$ cat config.mk
export PLATFORM = sky130hd
export DESIGN_NAME = ustep_sequencer
export DESIGN_NICKNAME = d
export VERILOG_FILES = /design/src/rtl/ustep_pkg.sv /design/src/rtl/ustep_edge_sync.sv /design/src/rtl/ustep_angle.sv /design/src/rtl/ustep_profile.sv /design/src/rtl/ustep_decay.sv /design/src/rtl/ustep_sequencer.sv
export SDC_FILE = /design/constraint.sdc
export NUM_CORES = 1
export LEC_CHECK = 0
export BUFFER_PORTS_ARGS = -buffer_cell sky130_fd_sc_hd__buf_2
export CORE_MARGIN = 2
export CORE_UTILIZATION = 55
export CTS_BUF_LIST = sky130_fd_sc_hd__clkbuf_4
export DETAILED_ROUTE_END_ITERATION = 12
export PLACE_DENSITY = 0.83
export SYNTH_ARGS = -nofsm -noshare
export SYNTH_HDL_FRONTEND = slang
export SYNTH_SLANG_ARGS = --single-unit
export TNS_END_PERCENT = 100
$ cat constraint.sdc
create_clock -name clk -period 4.57 [get_ports clk]
set_input_delay 0.457 -clock clk [delete_from_list [all_inputs] [get_ports clk]]
set_output_delay 0.457 -clock clk [all_outputs]
set_load 0.05 [all_outputs]
$ cat src/rtl/ustep_pkg.sv
package ustep_pkg;
  localparam int IDX_W    = 6;
  localparam int MAG_W    = 8;
  localparam int HOME_IDX = 8;
  localparam int FULL_SPAN = 16;

  typedef struct packed {
    logic [MAG_W-1:0] mag;
    logic             neg;
  } phase_t;

  // span in sixteenth positions per step for a resolution code
  function automatic logic [4:0] step_span(input logic [2:0] sel);
    case (sel)
      3'b001:  step_span = 5'd8;
      3'b010:  step_span = 5'd4;
      3'b011:  step_span = 5'd2;
      3'b111:  step_span = 5'd1;
      default: step_span = 5'd16;
    endcase
  endfunction

  // |cos(k * 5.625 deg)| * 255, rounded, for k = 0..16
  function automatic logic [MAG_W-1:0] quarter_cos(input logic [4:0] k);
    case (k)
      5'd0:  quarter_cos = 8'd255;
      5'd1:  quarter_cos = 8'd254;
      5'd2:  quarter_cos = 8'd250;
      5'd3:  quarter_cos = 8'd244;
      5'd4:  quarter_cos = 8'd236;
      5'd5:  quarter_cos = 8'd225;
      5'd6:  quarter_cos = 8'd212;
      5'd7:  quarter_cos = 8'd197;
      5'd8:  quarter_cos = 8'd180;
      5'd9:  quarter_cos = 8'd162;
      5'd10: quarter_cos = 8'd142;
      5'd11: quarter_cos = 8'd120;
      5'd12: quarter_cos = 8'd98;
      5'd13: quarter_cos = 8'd74;
      5'd14: quarter_cos = 8'd50;
      5'd15: quarter_cos = 8'd25;
      default: quarter_cos = 8'd0;
    endcase
  endfunction

  function automatic phase_t cos_of(input logic [IDX_W-1:0] idx);
    logic [1:0] q;
    logic [3:0] r;
    q = idx[5:4];
    r = idx[3:0];
    cos_of.mag = q[0] ? quarter_cos(5'd16 - {1'b0, r}) : quarter_cos({1'b0, r});
    cos_of.neg = (q == 2'd2) || ((q == 2'd1) && (r != 4'd0));
  endfunction

  // sin(a) = cos(a - 90 deg)
  function automatic phase_t sin_of(input logic [IDX_W-1:0] idx);
    sin_of = cos_of(idx - 6'd16);
  endfunction
endpackage

$ cat src/rtl/ustep_edge_sync.sv
module ustep_edge_sync #(
  parameter int STAGES = 2
) (
  input  logic clk,
  input  logic rst_n,
  input  logic async_in,
  output logic rise
);
  logic [STAGES-1:0] chain;
  logic              hist;

  // flops reset high: a level already high at release is not an edge
  generate
    for (genvar g = 0; g < STAGES; g++) begin : g_sync
      always_ff @(posedge clk or negedge rst_n) begin
        if (!rst_n) chain[g] <= 1'b1;
        else        chain[g] <= (g == 0) ? async_in : chain[(g == 0) ? 0 : g-1];
      end
    end
  endgenerate

  always_ff @(posedge clk or negedge rst_n) begin
    if (!rst_n) hist <= 1'b1;
    else        hist <= chain[STAGES-1];
  end

  assign rise = chain[STAGES-1] & ~hist;
endmodule

$ cat src/rtl/ustep_angle.sv
module ustep_angle
  import ustep_pkg::*;
(
  input  logic             clk,
  input  logic             rst_n,
  input  logic             rise,
  input  logic             rehome,
  input  logic             dir,
  input  logic [2:0]       sel,
  output logic [IDX_W-1:0] idx_q,
  output logic [IDX_W-1:0] idx_d,
  output logic             adv,
  output logic             full_q
);
  logic [4:0]       span;
  logic [IDX_W-1:0] span_w;

  assign span   = step_span(sel);
  assign span_w = IDX_W'(span);
  assign adv    = rise & ~rehome;

  always_comb begin
    if (rehome)   idx_d = IDX_W'(HOME_IDX);
    else if (adv) idx_d = dir ? idx_q + span_w : idx_q - span_w;
    else          idx_d = idx_q;
  end

  always_ff @(posedge clk or negedge rst_n) begin
    if (!rst_n) begin
      idx_q  <= IDX_W'(HOME_IDX);
      full_q <= 1'b0;
    end else begin
      idx_q <= idx_d;
      if (rehome)   full_q <= 1'b0;
      else if (adv) full_q <= (span == 5'(FULL_SPAN));
    end
  end
endmodule

$ cat src/rtl/ustep_profile.sv
module ustep_profile
  import ustep_pkg::*;
(
  input  logic [IDX_W-1:0] idx,
  output phase_t           ph1,
  output phase_t           ph2
);
  assign ph1 = cos_of(idx);
  assign ph2 = sin_of(idx);
endmodule

$ cat src/rtl/ustep_decay.sv
module ustep_decay
  import ustep_pkg::*;
(
  input  logic             clk,
  input  logic             rst_n,
  input  logic             adv,
  input  logic             rehome,
  input  logic [1:0]       cfg,
  input  logic             full_q,
  input  logic [MAG_W-1:0] cur1,
  input  logic [MAG_W-1:0] cur2,
  input  logic [MAG_W-1:0] nxt1,
  input  logic [MAG_W-1:0] nxt2,
  output logic             mixed1,
  output logic             mixed2
);
  logic auto1_q, auto2_q;
  logic force_mixed, force_slow;

  always_ff @(posedge clk or negedge rst_n) begin
    if (!rst_n) begin
      auto1_q <= 1'b1;
      auto2_q <= 1'b1;
    end else if (rehome) begin
      auto1_q <= 1'b1;
      auto2_q <= 1'b1;
    end else if (adv) begin
      auto1_q <= nxt1 < cur1;
      auto2_q <= nxt2 < cur2;
    end
  end

  assign force_mixed = (cfg == 2'b01);
  assign force_slow  = (cfg == 2'b00) && full_q;
  assign mixed1 = force_mixed | (~force_slow & auto1_q);
  assign mixed2 = force_mixed | (~force_slow & auto2_q);
endmodule

$ cat src/rtl/ustep_sequencer.sv
module ustep_sequencer
  import ustep_pkg::*;
#(
  parameter int SYNC_STAGES = 2
) (
  input  logic             clk,
  input  logic             rst_n,
  input  logic             step_in,
  input  logic             dir_in,
  input  logic [2:0]       res_sel,
  input  logic [1:0]       decay_cfg,
  input  logic             rehome,
  output logic [MAG_W-1:0] ph1_mag,
  output logic             ph1_neg,
  output logic [MAG_W-1:0] ph2_mag,
  output logic             ph2_neg,
  output logic             ph1_mixed,
  output logic             ph2_mixed,
  output logic [IDX_W-1:0] angle_idx
);
  logic             step_rise;
  logic             step_adv;
  logic             full_q;
  logic [IDX_W-1:0] idx_q, idx_d;
  phase_t           cur1, cur2, nxt1, nxt2;

  ustep_edge_sync #(.STAGES(SYNC_STAGES)) u_sync (
    .clk(clk), .rst_n(rst_n), .async_in(step_in), .rise(step_rise)
  );

  ustep_angle u_angle (
    .clk(clk), .rst_n(rst_n), .rise(step_rise), .rehome(rehome),
    .dir(dir_in), .sel(res_sel), .idx_q(idx_q), .idx_d(idx_d),
    .adv(step_adv), .full_q(full_q)
  );

  ustep_profile u_prof_cur (.idx(idx_q), .ph1(cur1), .ph2(cur2));
  ustep_profile u_prof_nxt (.idx(idx_d), .ph1(nxt1), .ph2(nxt2));

  ustep_decay u_decay (
    .clk(clk), .rst_n(rst_n), .adv(step_adv), .rehome(rehome),
    .cfg(decay_cfg), .full_q(full_q),
    .cur1(cur1.mag), .cur2(cur2.mag), .nxt1(nxt1.mag), .nxt2(nxt2.mag),
    .mixed1(ph1_mixed), .mixed2(ph2_mixed)
  );

  assign ph1_mag   = cur1.mag;
  assign ph1_neg   = cur1.neg;
  assign ph2_mag   = cur2.mag;
  assign ph2_neg   = cur2.neg;
  assign angle_idx = idx_q;
endmodule

==> results_dict.tcl <==
set metrics [dict create \
    status "finished, final reports clean" \
    fmax_ghz 0.226 \
    finalNonFillerCells 474 \
    die_height_microns 73.7 \
    gp_congestion 0.982 \
    power_uw 827 \
    timing.final.crit_share 0.967 \
    ant_nets 0 \
    setup.worst_path.start_class "input port" \
    synthFlopType "dfstp_2" \
    cts_tree "done" \
    synth.area.top_cells "ha_1 (16%), nand2_1 (6.3%), dfstp_2 (5.9%), dfrtp_1 (5.6%), mux2i_1 (5.6%)" \
    setup_violations 0 \
    dp.cells 466 \
    critPathMaxFanout 4 \
    dp_slack_ns -0.272 \
    clk_latency_ns 0.28 \
    htreeDepth 1 \
    cp-end-kind "flop" \
    setup_ws_ns 0.149 \
    whs_ns 0.0468 \
    cts_made_buffers 3 \
    diodes 0 \
    cts.clk_slew.worst_paths_ns 0.07 \
    ir_drop_v 0.000168 \
    worst_pin_slew_ns 0.597 \
    finalWirelength_microns 7750 \
    synthesis.area_sq_mm 0.00267 \
    yosysMostFrequentCell "nand2_1" \
    start_util 0.569 \
    slew_headroom 0.599 \
    hold_path_class "input port to asynchronous set/reset pin" \
    portBuffers 35 \
    yosysSeqAreaShare 0.115 \
    p_leak_nw 1.52 \
    rr_startpoint "u_angle.idx_q[0]" \
    cts_max_path_buffers 2 \
    ff2ff_path_depth 16 \
    wl_per_cell_microns 16.3 \
    crit_required_ns 4.79 \
    drive_gt1_frac 0.262 \
    grt_pass1_wl_microns 12100 \
    vias 2915 \
    synthCells 366 \
    skew_ns 0.00381 \
    powerDensity_mw_per_mm2 255 \
    grt_usage 0.282 \
    fin_nets 467 \
    syn-num-nets 411 \
    die_w_microns 73.7 \
    drt_pass1_iterations 5 \
    post-route-drc-count 0 \
    drt_iter0_drc 281 \
    crit_type "input port to flop" \
    ios 36 \
    synthTopCellsByCount "nand2_1 (45), ha_1 (34), nor2_1 (29), inv_1 (27), o21ai_0 (27)" \
    clockRootBuffer "clkbuf_4" \
    hpwlAfterDp_microns 5960 \
    antenna_found_initial 0 \
    crit_arrival_ns 4.64 \
    slew_viol_final 0 \
    clkSinkCount 12 \
    grt_max_degree 35 \
    max-cap-violations 0 \
    final_hold_viol_count 0 \
    holdBufCountCts 0 \
    rr_endpoint "u_decay.auto2_q" \
    rows 25 \
    synthDistinctLibCells 60 \
    grt_pass1_vias 2550 \
    async_reset_ff_frac 1.00 \
    synth_top_area_cell "ha_1" \
    synth_seq_cells 12 \
    synth_warnings 0 \
    synth_edf_count 0 \
    synth.avg_cell_area_sq_um 7.30 \
    die_area_sq_mm 0.00543 \
    synth_top_area_frac 0.159 \
    final_core_util 0.690 \
    finalCriticalPeriod_ns 4.42 \
    overflow 0 \
    core_sq_mm 0.00469 \
    reg2reg_setup_slack_ns 0.48 \
    area_delta_synth_final_pct 21.3 \
    vias_per_cell 6.15 \
]
## worst max-delay path: stages
cell       delay (ns)
buf_4            0.10
nand2_2          0.06
or2_4            0.26
ha_4             0.26
nand2_2          0.04
o21ai_2          0.07
fa_1             0.43
and4bb_2         0.25
a31oi_4          0.18
ha_4             0.18
inv_2            0.04
a221o_1          0.31
buf_6            0.15
or2_2            0.33
o21ai_1          0.11
mux2i_1          0.10
ha_1             0.31
and4_1           0.24
a2111oi_4        0.41
o2111ai_2        0.19
o21ai_2          0.15
## placed cells by master (no fill, tap or decap), drive strengths merged, types with 5 or more instances in the layout
cell type  netlist  final
buf              8     69
nand2           45     45
ha              34     34
o21ai           33     33
nor2            29     29
inv             29     29
a21oi           25     25
mux2i           15     15
o21a            13     13
nand3            9      9
xnor2            9      9
a31oi            7      7
xor2             6      6
a22o             6      6
dfrtp            6      6
dfstp            6      6
o22ai            5      5
## state kept, by name, indices dropped and copies added (netlist names)
| signal | cells |
|---|---|
| u_angle.idx_q | 6 |
| u_decay.auto1_q | 1 |
| u_sync.chain | 2 |
| u_sync.hist | 1 |
| u_decay.auto2_q | 1 |
| u_angle.full_q | 1 |
## stage by stage
step	TNS (ns)	area [sq um]
after floorplan	0	2700
after global placement	-0.0988	3090
after detailed placement	-0.336	3090
after CTS	0	3110
after global routing	-0.0351	3240
final	0	3240
## metal layers
metal  up-vias  GRT usage  wire [microns]
li1       1425          -               -
met1      1344      0.361            3200
met2       130      0.501            3940
met3        16     0.0384             469
met4         0     0.0586             144
met5         -          0               0
## worst max path at each step
stage	start	to	slack, ns
6_report	res_sel[0]	u_decay.auto2_q	0.15
2_1_floorplan	res_sel[0]	u_decay.auto1_q	0.008
3_5_place_dp	res_sel[1]	u_decay.auto2_q	-0.27
5_1_grt	res_sel[0]	u_decay.auto2_q	-0.04
4_1_cts	res_sel[1]	u_decay.auto2_q	0.02
3_3_place_gp	res_sel[1]	u_decay.auto2_q	-0.1
## power by group
| part | internal (mW) | switching (mW) | total, mW |
|---|---|---|---|
| clock network | 0.0306 | 0.0365 | 0.0672 |
| logic | 0.229 | 0.409 | 0.638 |
| registers | 0.116 | 0.00552 | 0.122 |
## cells by family (layout without fill, tap and decap cells)
logic type / count (synthesis) / count (layout) / synth area share
DFF: 12 / 12 / 0.115
xor gates and xnor gates: 15 / 15 / 0.0520
buffers and inverters: 49 / 103 / 0.0731
adders and majority gates: 35 / 35 / 0.167
AOI/OAI and AO/OA: 122 / 122 / 0.312
muxes: 20 / 20 / 0.0815
and+or+nand+nor: 113 / 113 / 0.199
## final cells by class
class	instances	area [sq um]
Timing Repair Buffer	70	467
Multi-Input combinational cell	305	2260
Fill cell	350	1450
Clock buffer	3	22.5
Sequential cell	12	308
Tap cell	54	67.6
Inverter	30	113
## repair_timing
| item | 4_1_cts | 5_1_grt |
|---|---|---|
| setup buffers | 0 | 4 |
| endpoints found under the setup margin | 0 | 2 |
| resized for setup | 0 | 17 |
Note: power is estimated with default switching activity, not from simulation.
